`src/rtl/gpio_bank_pkg.sv`:
```
package gpio_bank_pkg;

   localparam int BUS_W = 32;

   // word slot inside the bank (byte offset = slot * 4)
   typedef enum logic [3:0] {
      SLOT_OUT   = 4'd0,
      SLOT_DIR   = 4'd1,
      SLOT_BLINK = 4'd2,
      SLOT_POL   = 4'd3,
      SLOT_LEVEL = 4'd4
   } slot_e;

   localparam int LAST_SLOT = 4;

endpackage

```
`src/rtl/gpio_bank_sync.sv`:
```
module gpio_bank_sync #(
   parameter int W      = 32,
   parameter int STAGES = 2
) (
   input  logic         clk,
   input  logic         rst_n,
   input  logic [W-1:0] d_i,
   output logic [W-1:0] q_o
);

   logic [W-1:0] st_q [STAGES];

   for (genvar s = 0; s < STAGES; s++) begin : g_stage
      if (s == 0) begin : g_first
         always_ff @(posedge clk) begin
            if (!rst_n) st_q[0] <= '0;
            else        st_q[0] <= d_i;
         end
      end else begin : g_next
         always_ff @(posedge clk) begin
            if (!rst_n) st_q[s] <= '0;
            else        st_q[s] <= st_q[s-1];
         end
      end
   end

   assign q_o = st_q[STAGES-1];

   // edges since reset, saturating, so the latency check never looks before reset
   logic [1:0] age_q;
   always_ff @(posedge clk) begin
      if (!rst_n)              age_q <= '0;
      else if (age_q != 2'd3)  age_q <= age_q + 2'd1;
   end

   if (STAGES == 2) begin : g_chk2
      p_sync_latency_r5: assert property (@(posedge clk) disable iff (!rst_n)
         (age_q >= 2'd2) |-> (q_o == $past(d_i, 2)))
         else $error("synchroniser latency is not two edges");
   end

endmodule

```
`src/rtl/gpio_bank_blink.sv`:
```
module gpio_bank_blink #(
   parameter int PERIOD = 16
) (
   input  logic clk,
   input  logic rst_n,
   output logic phase_o
);

   localparam int HALF = PERIOD / 2;
   localparam int CW   = (HALF > 1) ? $clog2(HALF) : 1;
   localparam logic [CW-1:0] TERM = CW'(HALF - 1);

   logic [CW-1:0] cnt_q;
   logic          phase_q;
   logic          tc;

   assign tc = (cnt_q == TERM);

   always_ff @(posedge clk) begin
      if (!rst_n) begin
         cnt_q   <= '0;
         phase_q <= 1'b0;
      end else if (tc) begin
         cnt_q   <= '0;
         phase_q <= ~phase_q;
      end else begin
         cnt_q   <= cnt_q + CW'(1);
      end
   end

   assign phase_o = phase_q;

   p_cnt_bound_r6: assert property (@(posedge clk) disable iff (!rst_n)
      cnt_q <= TERM)
      else $error("blink prescaler out of range");

   p_phase_step_r6: assert property (@(posedge clk) disable iff (!rst_n)
      !$stable(phase_q) |-> $past(tc))
      else $error("blink phase moved off the terminal count");

endmodule

```
`src/rtl/gpio_bank_regs.sv`:
```
module gpio_bank_regs
   import gpio_bank_pkg::*;
#(
   parameter int NPINS  = 32,
   parameter int ADDR_W = 6
) (
   input  logic              clk,
   input  logic              rst_n,
   input  logic              req_en,
   input  logic              req_we,
   input  logic [ADDR_W-1:0] req_addr,
   input  logic [BUS_W-1:0]  req_wdata,
   input  logic [NPINS-1:0]  level_i,
   output logic [NPINS-1:0]  out_q,
   output logic [NPINS-1:0]  dir_q,
   output logic [NPINS-1:0]  blink_q,
   output logic [NPINS-1:0]  pol_q,
   output logic [BUS_W-1:0]  rdata_q
);

   localparam int IW = ADDR_W - 2;

   logic [IW-1:0]    idx;
   logic             aligned;
   logic             hit;
   logic             wr_go;
   logic [BUS_W-1:0] rd_word;

   assign idx     = req_addr[ADDR_W-1:2];
   assign aligned = (req_addr[1:0] == 2'b00);
   assign hit     = aligned && (idx <= IW'(LAST_SLOT));
   assign wr_go   = req_en && req_we && aligned;

   always_comb begin
      rd_word = '0;
      if (aligned) begin
         if      (idx == IW'(SLOT_OUT))   rd_word[NPINS-1:0] = out_q;
         else if (idx == IW'(SLOT_DIR))   rd_word[NPINS-1:0] = dir_q;
         else if (idx == IW'(SLOT_BLINK)) rd_word[NPINS-1:0] = blink_q;
         else if (idx == IW'(SLOT_POL))   rd_word[NPINS-1:0] = pol_q;
         else if (idx == IW'(SLOT_LEVEL)) rd_word[NPINS-1:0] = level_i;
      end
   end

   always_ff @(posedge clk) begin
      if (!rst_n) begin
         out_q   <= '0;
         dir_q   <= '1;
         blink_q <= '0;
         pol_q   <= '0;
         rdata_q <= '0;
      end else begin
         if (wr_go && idx == IW'(SLOT_OUT))   out_q   <= req_wdata[NPINS-1:0];
         if (wr_go && idx == IW'(SLOT_DIR))   dir_q   <= req_wdata[NPINS-1:0];
         if (wr_go && idx == IW'(SLOT_BLINK)) blink_q <= req_wdata[NPINS-1:0];
         if (wr_go && idx == IW'(SLOT_POL))   pol_q   <= req_wdata[NPINS-1:0];
         rdata_q <= (req_en && !req_we) ? rd_word : '0;
      end
   end

   p_out_write_r2: assert property (@(posedge clk) disable iff (!rst_n)
      (wr_go && idx == IW'(SLOT_OUT)) |=> (out_q == $past(req_wdata[NPINS-1:0])))
      else $error("output data write lost");

   p_level_ro_r8: assert property (@(posedge clk) disable iff (!rst_n)
      (req_en && req_we && !(hit && idx != IW'(SLOT_LEVEL))) |=>
         ($stable(out_q) && $stable(dir_q) && $stable(blink_q) && $stable(pol_q)))
      else $error("ignored write changed a register");

   p_unmapped_zero_r8: assert property (@(posedge clk) disable iff (!rst_n)
      (req_en && !req_we && !hit) |=> (rdata_q == '0))
      else $error("unmapped read returned data");

   p_high_bits_r9: assert property (@(posedge clk) disable iff (!rst_n)
      (rdata_q >> NPINS) == '0)
      else $error("read data above pin count");

endmodule

```
`src/rtl/gpio_bank_ctl.sv`:
```
module gpio_bank_ctl
   import gpio_bank_pkg::*;
#(
   parameter int NPINS        = 32,
   parameter int ADDR_W       = 6,
   parameter int BLINK_PERIOD = 16,
   parameter int SYNC_STAGES  = 2
) (
   input  logic              clk,
   input  logic              rst_n,
   input  logic              req_en,
   input  logic              req_we,
   input  logic [ADDR_W-1:0] req_addr,
   input  logic [31:0]       req_wdata,
   output logic [31:0]       rsp_rdata,
   input  logic [NPINS-1:0]  pin_in,
   output logic [NPINS-1:0]  pin_out,
   output logic [NPINS-1:0]  pin_oe,
   output logic [NPINS-1:0]  level_o
);

   if (NPINS < 1 || NPINS > BUS_W) begin : g_bad_npins
      $error("NPINS must lie in 1..32");
   end
   if (ADDR_W < 5 || ADDR_W > 16) begin : g_bad_addr
      $error("ADDR_W must lie in 5..16");
   end
   if (BLINK_PERIOD < 2 || (BLINK_PERIOD % 2) != 0) begin : g_bad_period
      $error("BLINK_PERIOD must be even and at least 2");
   end
   if (SYNC_STAGES < 2) begin : g_bad_sync
      $error("SYNC_STAGES must be at least 2");
   end

   logic [NPINS-1:0] out_q, dir_q, blink_q, pol_q, synced;
   logic             phase;

   gpio_bank_sync #(.W(NPINS), .STAGES(SYNC_STAGES)) u_sync (
      .clk   (clk),
      .rst_n (rst_n),
      .d_i   (pin_in),
      .q_o   (synced)
   );

   assign level_o = synced ^ pol_q;

   gpio_bank_regs #(.NPINS(NPINS), .ADDR_W(ADDR_W)) u_regs (
      .clk       (clk),
      .rst_n     (rst_n),
      .req_en    (req_en),
      .req_we    (req_we),
      .req_addr  (req_addr),
      .req_wdata (req_wdata),
      .level_i   (level_o),
      .out_q     (out_q),
      .dir_q     (dir_q),
      .blink_q   (blink_q),
      .pol_q     (pol_q),
      .rdata_q   (rsp_rdata)
   );

   gpio_bank_blink #(.PERIOD(BLINK_PERIOD)) u_blink (
      .clk     (clk),
      .rst_n   (rst_n),
      .phase_o (phase)
   );

   for (genvar i = 0; i < NPINS; i++) begin : g_pin
      assign pin_out[i] = blink_q[i] ? phase : out_q[i];
      assign pin_oe[i]  = ~dir_q[i];
   end

   p_blink_drive_r6: assert property (@(posedge clk) disable iff (!rst_n)
      ((pin_out ^ {NPINS{phase}}) & blink_q) == '0)
      else $error("blinking pin off phase");

   p_reset_inputs_r1: assert property (@(posedge clk)
      $rose(rst_n) |-> (pin_oe == '0))
      else $error("pin driven straight after reset");

endmodule

```
`config.mk`:
```
export PLATFORM = sky130hd
export DESIGN_NAME = gpio_bank_ctl
export DESIGN_NICKNAME = d
export VERILOG_FILES = /design/src/rtl/gpio_bank_pkg.sv /design/src/rtl/gpio_bank_sync.sv /design/src/rtl/gpio_bank_blink.sv /design/src/rtl/gpio_bank_regs.sv /design/src/rtl/gpio_bank_ctl.sv
export SDC_FILE = /design/constraint.sdc
export NUM_CORES = 1
export LEC_CHECK = 0
export BUFFER_PORTS_ARGS = -buffer_cell sky130_fd_sc_hd__buf_4
export CORE_MARGIN = 2
export CORE_UTILIZATION = 47
export CTS_CLUSTER_DIAMETER = 80
export DETAILED_ROUTE_END_ITERATION = 8
export PLACE_DENSITY = 0.69
export SKIP_LAST_GASP = 1
export SYNTH_ARGS = -nofsm -noshare
export SYNTH_HDL_FRONTEND = slang
export SYNTH_HIERARCHICAL = 1
export SYNTH_SLANG_ARGS = --single-unit
```
`constraint.sdc`:
```
create_clock -name clk -period 2.2 [get_ports clk]
set_input_delay 0.22 -clock clk [delete_from_list [all_inputs] [get_ports clk]]
set_output_delay 0.22 -clock clk [all_outputs]
set_load 0.005 [all_outputs]
```
==> run metrics, run 1 <==
clock buffer count from CTS 24; met2 WL 12600 microns; Die W 147 microns; RSZ-0062 raised after global routing false; GRT Util Overall 0.254; core area 0.0202 sq mm; P&R area growth vs syn 32.5%; Final Hold Vio Count 0; final setup vio count 0; commonest non-fill, non-tap cells in the layout 227 x dfxtp_1, 221 x buf_4, 118 x nand2_1; via count 8485; clock tree buffer depth 3; DRC Markers 0; GPL Wtd Cong 0.823; register area share after synthesis 0.474; wire per inst 18.2 microns; pre-CTS WS 0.138 ns; status finished clean; hold path cells 2; DRT iter0 DRCs 994; max layer used met4; routed length on met1 12600 microns; Clock Pin Slew Worst Setup and Hold Paths 0.06 ns; most common cell after layout, fill and taps aside dfxtp_1; CTS tree yes; Req. time, crit path 1.98 ns; cell area after layout 0.0127 sq mm; worst setup margin 0.158 ns; Post-Syn Nets 1128; Storage cell area 0.00457 sq mm; grt total ovfl 0; H-tree levels 1; wire length of the first global-routing pass 44200 microns; pin count of the biggest net entering global routing 69; Area after DPL 0.0113 sq mm; critical path peak fanout 18; synthesized netlist cell count 1052; Setup CP Type reg2out; post-route minimum period 2.04 ns; WL met3 2350 microns; Worst setup SP type flip-flop; via/cell ratio 5.44; worst hold start rst_n; distinct cell type count after synthesis 41; Reg-to-Reg Start u_regs/pol_q[5]; Tcrit/Tclk final 0.928; leakage 5.85 nW; r2r setup slk 0.63 ns; Post-synth EDFFs 0; PD cells 705 mW/mm^2; # rows 52; area of the multi-input gates 0.00437 sq mm; CP arrival 1.82 ns; worst hold slack 0.0370 ns; yosys warns 6; reg2reg path depth 5; worst min path class in2reg; Slew HR 0.312; flops & latches, synth 228; Clk Tree Root Cell clkbuf_16; Setup TNS 0 ns; Fillers 1699; critical path capture point type output pin; commonest register cell after synthesis dfxtp_1; # Max-Cap Violations 0; FMAX 490 MHz; FF-to-FF End u_regs/rdata_q[5]; number of global-route vias before repair 7999; CTS sink cnt 228; post-synthesis cell area 0.00962 sq mm; die height 147 microns; Peak VDD IR 0.537 mV; Worst Hold End u_regs/dir_q[0]; DIE AREA 0.0216 sq mm; Slew Viols, Final 0; PortBufs 201; I/O pin count 202; TritonRoute pass-1 iters 5; Post-Route WL 28400 microns; antenna violations before repair 0; ANT nets after route 0; clock latency reported for the late side of the worst-skew pair 0.52 ns; Antenna diodes 0; Final Power 8.99 mW; Post-synth ARST share 0; fraction of layout cells with a size suffix above 1 0.324; Synth Area per Inst 9.15 sq um; Tightest Pin Transition 1.03 ns; nets@finish 1349; initial cell density of the core 0.477; clock skew 0.0121 ns; final HPWL from detailed placement 18800 microns
-- metal layers --
layer,global-route usage,vias up
li1,-,4083
met1,0.364,3961
met2,0.384,392
met3,0.0450,49
met4,0.0938,0
met5,0,-
-- how the worst max path moves through the flow --
stage / slack (ns) / to / from / cells past startpoint
after global routing: 0.12 / pin_out[31] / u_blink/phase_o / 3
after detailed placement: 0.14 / u_regs/rdata_q[17] / req_addr[4] / 6
final: 0.16 / pin_out[31] / u_blink/phase_o / 3
after floorplan: 0.64 / u_regs/out_q[6] / req_addr[5] / 7
after global placement: 0.21 / u_regs/rdata_q[1] / req_addr[4] / 6
after CTS: 0.20 / pin_out[31] / u_blink/phase_o / 3
-- through the flow --
step                std cells  utilization
detailed placement       1453        0.561
global route             1559        0.632
CTS                      1559        0.632
floorplan                1052            -
finish                   1559        0.632
global placement         1453        0.561
-- worst max-delay path: stages (launching register included) --
cell and delay [ns]:
dfxtp_2 0.58, buf_4 0.35, mux2_2 0.25, buf_4 0.12
-- logic make-up after synthesis --
kind of cell | count (synthesis) | share of synthesized area
muxes | 32 | 0.0374
and+or+nand+nor | 372 | 0.212
buffers and inverters | 161 | 0.0731
AOI/OAI and AO/OA | 224 | 0.170
xor gates and xnor gates | 33 | 0.0300
adders and majority gates | 2 | 0.00260
DFF | 228 | 0.474
-- where the power goes --
part | total, mW | internal (mW) | switching [mW]
registers | 4.22 | 4.20 | 0.0270
logic | 0.709 | 0.347 | 0.362
clock network | 4.05 | 2.42 | 1.64
-- Yosys cell counts, drive strengths merged (3+ instances only) --
| master | n | area, sq um |
|---|---|---|
| a21boi | 32 | 278 |
| a21oi | 32 | 160 |
| a221oi | 32 | 280 |
| and2 | 65 | 487 |
| buf | 30 | 204 |
| clkbuf | 67 | 259 |
| dfxtp | 228 | 4560 |
| inv | 64 | 240 |
| mux2 | 32 | 360 |
| nand2 | 128 | 505 |
| nand3 | 64 | 320 |
| nor2b | 35 | 226 |
| nor3 | 32 | 160 |
| nor3b | 3 | 27.5 |
| nor4 | 32 | 200 |
| o211ai | 32 | 240 |
| o21ai | 64 | 320 |
| o221a | 32 | 360 |
| xor2 | 33 | 289 |
-- registers in the layout, indices dropped and copies added, names as in the netlist --
register,flops
u_blink/cnt_q,3
u_blink/phase_o,1
u_regs/blink_q,32
u_regs/dir_q,32
u_regs/out_q,32
u_regs/pol_q,32
u_regs/rdata_q,32
u_sync/st_q,64
-- layout make-up --
class                   count  area share
flip-flops and latches    228       0.358
multi-input cells         663       0.343
repair buffers            292       0.191
clock buffers              34      0.0572
well taps                 270      0.0265
inverters                  64      0.0188
clock inverters             8     0.00540
-- timing repair --
action,CTS,global route
hold endpoints to repair,99,0
buffers inserted,0,0
hold buffers,64,0
gates resized for setup,1,0
endpoints found under the setup margin,10,0
No activity file was read; power rests on OpenSTA's default activity.
==> inputs of run 2 (changes only) <==
CORE_ASPECT_RATIO = 0.8   (was default)
SYNTH_HIERARCHICAL = default   (was 1)
==> run metrics, run 2 <==
GPL Wtd Cong 0.847; Psw 2.03 mW; DRT iter0 DRCs 774; die height 132 microns; Post-Route WL 29800 microns; P&R area growth vs syn 32.9%; initial cell density of the core 0.483; grt total ovfl 0; PD cells 695 mW/mm^2; r2r setup slk 0.86 ns; DIE AREA 0.0218 sq mm; worst min path class in2reg; Clock Pin Slew Worst Setup and Hold Paths 0.06 ns; DRC Markers 0; Clk pwr share 0.447; Worst setup SP type flip-flop; Compound-Gate Fraction of Synth Area 0.174; most common cell after layout, fill and taps aside buf_4; Comb pwr share 0.080; Die W 164 microns; Setup CP Type reg2out; post-synthesis cell area 0.00967 sq mm; Storage cell area 0.00457 sq mm; pre-CTS WS 0.226 ns; Post-synth EDFFs 0; number of placed cells counting well taps 1489; TritonRoute pass-1 iters 8; cts repair resizes 0; Synth Area in Adders 0.00259; CP arrival 1.75 ns; nets@finish 1391; register area share after synthesis 0.472; Peak VDD IR 0.491 mV; synthesized netlist cell count 1069; commonest non-fill, non-tap cells in the layout 240 x buf_4, 227 x dfxtp_1, 143 x nand2_1; cell family with most CP delay flip-flops; critical path peak fanout 17; GRT Util Overall 0.268; Slew Viols, Final 0; flops & latches, synth 228; PortBufs 201; worst hold start rst_n; leakage 5.57 nW; Core Util, Final 0.642; Net Sw Frac 0.228; area share of the largest cell type after synthesis 0.472; pin count of the biggest net entering global routing 97; Setup TNS 0 ns; RSZ-0062 raised after global routing false; status finished clean; worst setup margin 0.230 ns; # rows 46; Tcrit/Tclk final 0.896; I/O pin count 202; commonest register cell after synthesis dfxtp_1; Final Hold Vio Count 0; Post-synth ARST share 0; number of global-route vias before repair 8241; Commonest cells post-synth 228 x dfxtp_1, 144 x nand2_1, 67 x and2_1; Tightest Pin Transition 0.566 ns; Pint 6.90 mW; Reg with most FFs u_sync.st_q; CTS sink cnt 228; most common cell in the synthesized netlist dfxtp_1; ANT nets after route 0; FMAX 508 MHz; Reg-to-Reg Start u_regs.pol_q[12]; fraction of layout cells with a size suffix above 1 0.262; clock buffer count from CTS 24; largest family of logic cells by synthesized area simple AND/OR/NAND/NOR gates; Post-Syn Nets 1145; critical path capture point type output pin; Seq pwr share 0.474; reg2reg path depth 4; final setup vio count 0; Synth area leader dfxtp_1; Worst Hold End u_regs.dir_q[3]; hold path cells 2; fin cells 1597; Final Power 8.93 mW; ranking of synthesized cells by area dfxtp_1 47%, nand2_1 5.6%, mux2_2 4.4%; FF-to-FF End u_regs.rdata_q[12]; antenna violations before repair 1; multiplexer area fraction after synthesis 0.0587; Buf+Inv Stages, Crit Path 2; via/cell ratio 5.44; yosys warns 0; clock tree buffer depth 3; most used cell, CP buf_4; Post-CTS Hold Fix Bufs 64; final HPWL from detailed placement 19700 microns; Fillers 1675; Req. time, crit path 1.98 ns; Clk Tree Root Cell clkbuf_16; core area 0.0200 sq mm; Slowest cell on crit path dfxtp_2; Synth Area per Inst 9.05 sq um; H-tree levels 1; Slew HR 0.623; crit-path cells buf_4 > mux2_2 > buf_4; via count 8691; clock skew 0.00927 ns; Post-CTS Setup Bufs 0; area of the multi-input gates 0.00454 sq mm; synthesized-area fraction occupied by and/or/nand/nor cells 0.202; max reg flops 64; wire per inst 18.6 microns; # Max-Cap Violations 0; post-synthesis xor/xnor area fraction 0.0299; clock latency reported for the late side of the worst-skew pair 0.51 ns; Slowest Stage Delay on Critical Path 0.64 ns; CTS tree yes; wire length of the first global-routing pass 46000 microns; post-route minimum period 1.97 ns; distinct cell type count after synthesis 49
run 2: routing by layer:
layer,routed length (microns),track usage,up-vias
met5,0,0,-
met4,547,0.0556,0
met3,2790,0.0519,44
met2,13000,0.411,386
met1,13400,0.393,4065
li1,-,-,4196
run 2: cell families (layout without fill, tap and decap cells):
| kind of cell | Yosys count | in the layout |
|---|---|---|
| xor gates and xnor gates | 33 | 33 |
| adders and majority gates | 2 | 2 |
| other | 0 | 1 |
| muxes | 52 | 52 |
| AOI/OAI and AO/OA | 250 | 250 |
| DFF | 228 | 228 |
| and+or+nand+nor | 379 | 379 |
| buffers and inverters | 125 | 388 |
run 2: layout make-up:
cell class / instances / share of cell area
repair buffers: 307 / 0.194
flip-flops and latches: 228 / 0.355
diodes: 1 / 0.000195
inverters: 38 / 0.0111
clock inverters: 9 / 0.00574
multi-input cells: 716 / 0.353
well taps: 264 / 0.0257
clock buffers: 34 / 0.0552
run 2: worst max path at each step:
stage                                from                  to  cells after the start
final                     u_blink.phase_o         pin_out[20]                      3
after global routing      u_blink.phase_o         pin_out[20]                      3
after CTS                 u_blink.phase_o         pin_out[20]                      3
after detailed placement      req_addr[2]  u_regs.rdata_q[12]                      7
after global placement        req_addr[2]  u_regs.rdata_q[12]                      7
after floorplan               req_addr[5]  u_regs.rdata_q[15]                      8
run 2: power groups by stage:
stage | clock network, mW | logic [mW] | registers [mW]
floorplan | 0 | 0.319 | 4.31
global placement | 0 | 0.607 | 4.32
detailed placement | 0 | 0.610 | 4.32
CTS | 4.03 | 0.705 | 4.23
global route | 4.21 | 0.767 | 4.24
finish | 3.99 | 0.711 | 4.23
run 2: through the flow:
step / hold WS, ns / cell area (sq um)
after floorplan: 0.347 / 9670
after global placement: 0.415 / 11400
after detailed placement: 0.418 / 11400
after CTS: 0.0425 / 12900
after global routing: 0.0650 / 12900
final: 0.0540 / 12900
==> inputs of run 3 (changes only) <==
==> constraint.sdc (replaced) <==
create_clock -name clk -period 2.2 [get_ports clk]
set_input_delay 0.33 -clock clk [delete_from_list [all_inputs] [get_ports clk]]
set_output_delay 0.33 -clock clk [all_outputs]
set_load 0.005 [all_outputs]
==> run metrics, run 3 (synthesized netlist as in run 2, its figures left out) <==
via/cell ratio 5.52; leakage 5.33 nW; antenna violations before repair 1; Tcrit/Tclk final 0.886; clock skew 0.00644 ns; wire length of the first global-routing pass 45500 microns; # Max-Cap Violations 0; PD cells 748 mW/mm^2; post-route minimum period 1.95 ns; I/O pin count 202; CTS sink cnt 228; initial cell density of the core 0.483; FMAX 513 MHz; via count 8463; critical path peak fanout 33; DRT iter0 DRCs 705; Peak VDD IR 0.521 mV; Seq pwr share 0.459; worst min path class in2reg; critical path capture point type output pin; Buf+Inv Stages, Crit Path 1; clock latency reported for the late side of the worst-skew pair 0.52 ns; wire per inst 19.4 microns; fin cells 1533; CTS tree yes; clock buffer count from CTS 23; Clk Tree Root Cell clkbuf_16; DRC Markers 0; Slowest cell on crit path dfxtp_4; Final Hold Vio Count 0; FF-to-FF End u_regs.rdata_q[3]; GPL Wtd Cong 0.827; Req. time, crit path 1.87 ns; PortBufs 201; GR peak layer met2; core area 0.0200 sq mm; Clock Pin Slew Worst Setup and Hold Paths 0.06 ns; Worst setup SP type flip-flop; most common cell after layout, fill and taps aside buf_4; GR Util met3 0.0532; pin count of the biggest net entering global routing 66; ANT nets after route 0; GR met1 Demand/Resource 0.385; DIE AREA 0.0218 sq mm; Reg with most FFs u_sync.st_q; H-tree levels 1; crit-path cells mux2_2 > buf_4; met2 Track Usage GR 0.411; TritonRoute pass-1 iters 5; final setup vio count 0; Slew HR 0.631; Net Sw Frac 0.224; Post-Route WL 29700 microns; Post-CTS Hold Fix Bufs 0; r2r setup slk 0.65 ns; Setup TNS 0 ns; CP arrival 1.62 ns; nets@finish 1327; Tightest Pin Transition 0.546 ns; Slowest Stage Delay on Critical Path 0.67 ns; P&R area growth vs syn 27.3%; # rows 46; max reg flops 64; fraction of layout cells with a size suffix above 1 0.278; worst hold start pin_in[11]; clock tree buffer depth 3; commonest non-fill, non-tap cells in the layout 239 x buf_4, 227 x dfxtp_1, 143 x nand2_1; GRT Util Overall 0.267; number of placed cells counting well taps 1490; Worst Hold End u_sync.st_q[0][11]; Clk pwr share 0.473; RSZ-0062 raised after global routing false; final HPWL from detailed placement 19800 microns; Reg-to-Reg Start u_regs.pol_q[3]; Setup CP Type reg2out; number of global-route vias before repair 8099; status finished clean; reg2reg path depth 4; Slew Viols, Final 0; cell family with most CP delay flip-flops; Comb pwr share 0.068; die height 132 microns; Psw 2.06 mW; Pint 7.15 mW; Die W 164 microns; hold path cells 2; grt total ovfl 0
-- run 3: cell count changes in the layout (fill, tap and decap cells not counted) --
cell and change:
buf_12 +2, buf_4 -1, bufinv_16 +4, clkbuf_1 -3
clkbuf_16 -2, clkinv_2 -4, clkinvlp_4 +3, dfxtp_2 -1
dfxtp_4 +1, dlygate4sd3_1 -64, inv_6 +1
-- run 3: power groups by stage --
stage | registers (mW) | clock network [mW] | logic, mW
after floorplan | 4.31 | 0 | 0.319
after CTS | 4.23 | 4.40 | 0.619
final | 4.23 | 4.36 | 0.623
after detailed placement | 4.32 | 0 | 0.615
after global placement | 4.32 | 0 | 0.610
after global routing | 4.23 | 4.62 | 0.674
-- run 3: final cells by class --
class / count / area, sq um
fillers: 1761 / 7710
flip-flops and latches: 228 / 4570
multi-input cells: 716 / 4540
repair buffers: 244 / 1890
clock buffers: 29 / 648
well taps: 264 / 330
clock inverters: 13 / 205
inverters: 38 / 143
diodes: 1 / 2.50
-- run 3: timing repair --
| action | in CTS | in global routing |
|---|---|---|
| buffers inserted | 0 | 0 |
| endpoints found under the setup margin | 3 | 0 |
| resized for setup | 1 | 0 |
-- run 3: how the worst max path moves through the flow --
stage / from / endpoint / slack [ns] / cells after the start
after floorplan: req_addr[5] / u_regs.rdata_q[15] / 0.49 / 8
after global placement: req_addr[3] / u_regs.rdata_q[12] / 0.24 / 6
after detailed placement: req_addr[3] / u_regs.rdata_q[12] / 0.24 / 6
after CTS: u_blink.phase_o / pin_out[1] / 0.27 / 2
after global routing: u_blink.phase_o / pin_out[26] / 0.24 / 2
final: u_blink.phase_o / pin_out[26] / 0.25 / 2
-- run 3: metrics by stage --
stage                     hold WS, ns  utilization  cell area [sq um]  power [mW]  worst slack [ns]
after floorplan                 0.403            -               9670        4.63             0.487
after global placement          0.414        0.572              11500        4.93             0.245
after detailed placement        0.417        0.572              11500        4.94             0.236
after CTS                     0.00992        0.615              12300        9.25             0.272
after global routing          0.00714        0.615              12300        9.53             0.245
final                          0.0177        0.615              12300        9.22             0.251
-- run 3: per-layer routing --
layer	vias to the layer above	part of all wire
li1	4057	-
met1	4005	0.45
met2	347	0.44
met3	54	0.085
met4	0	0.023
met5	-	0
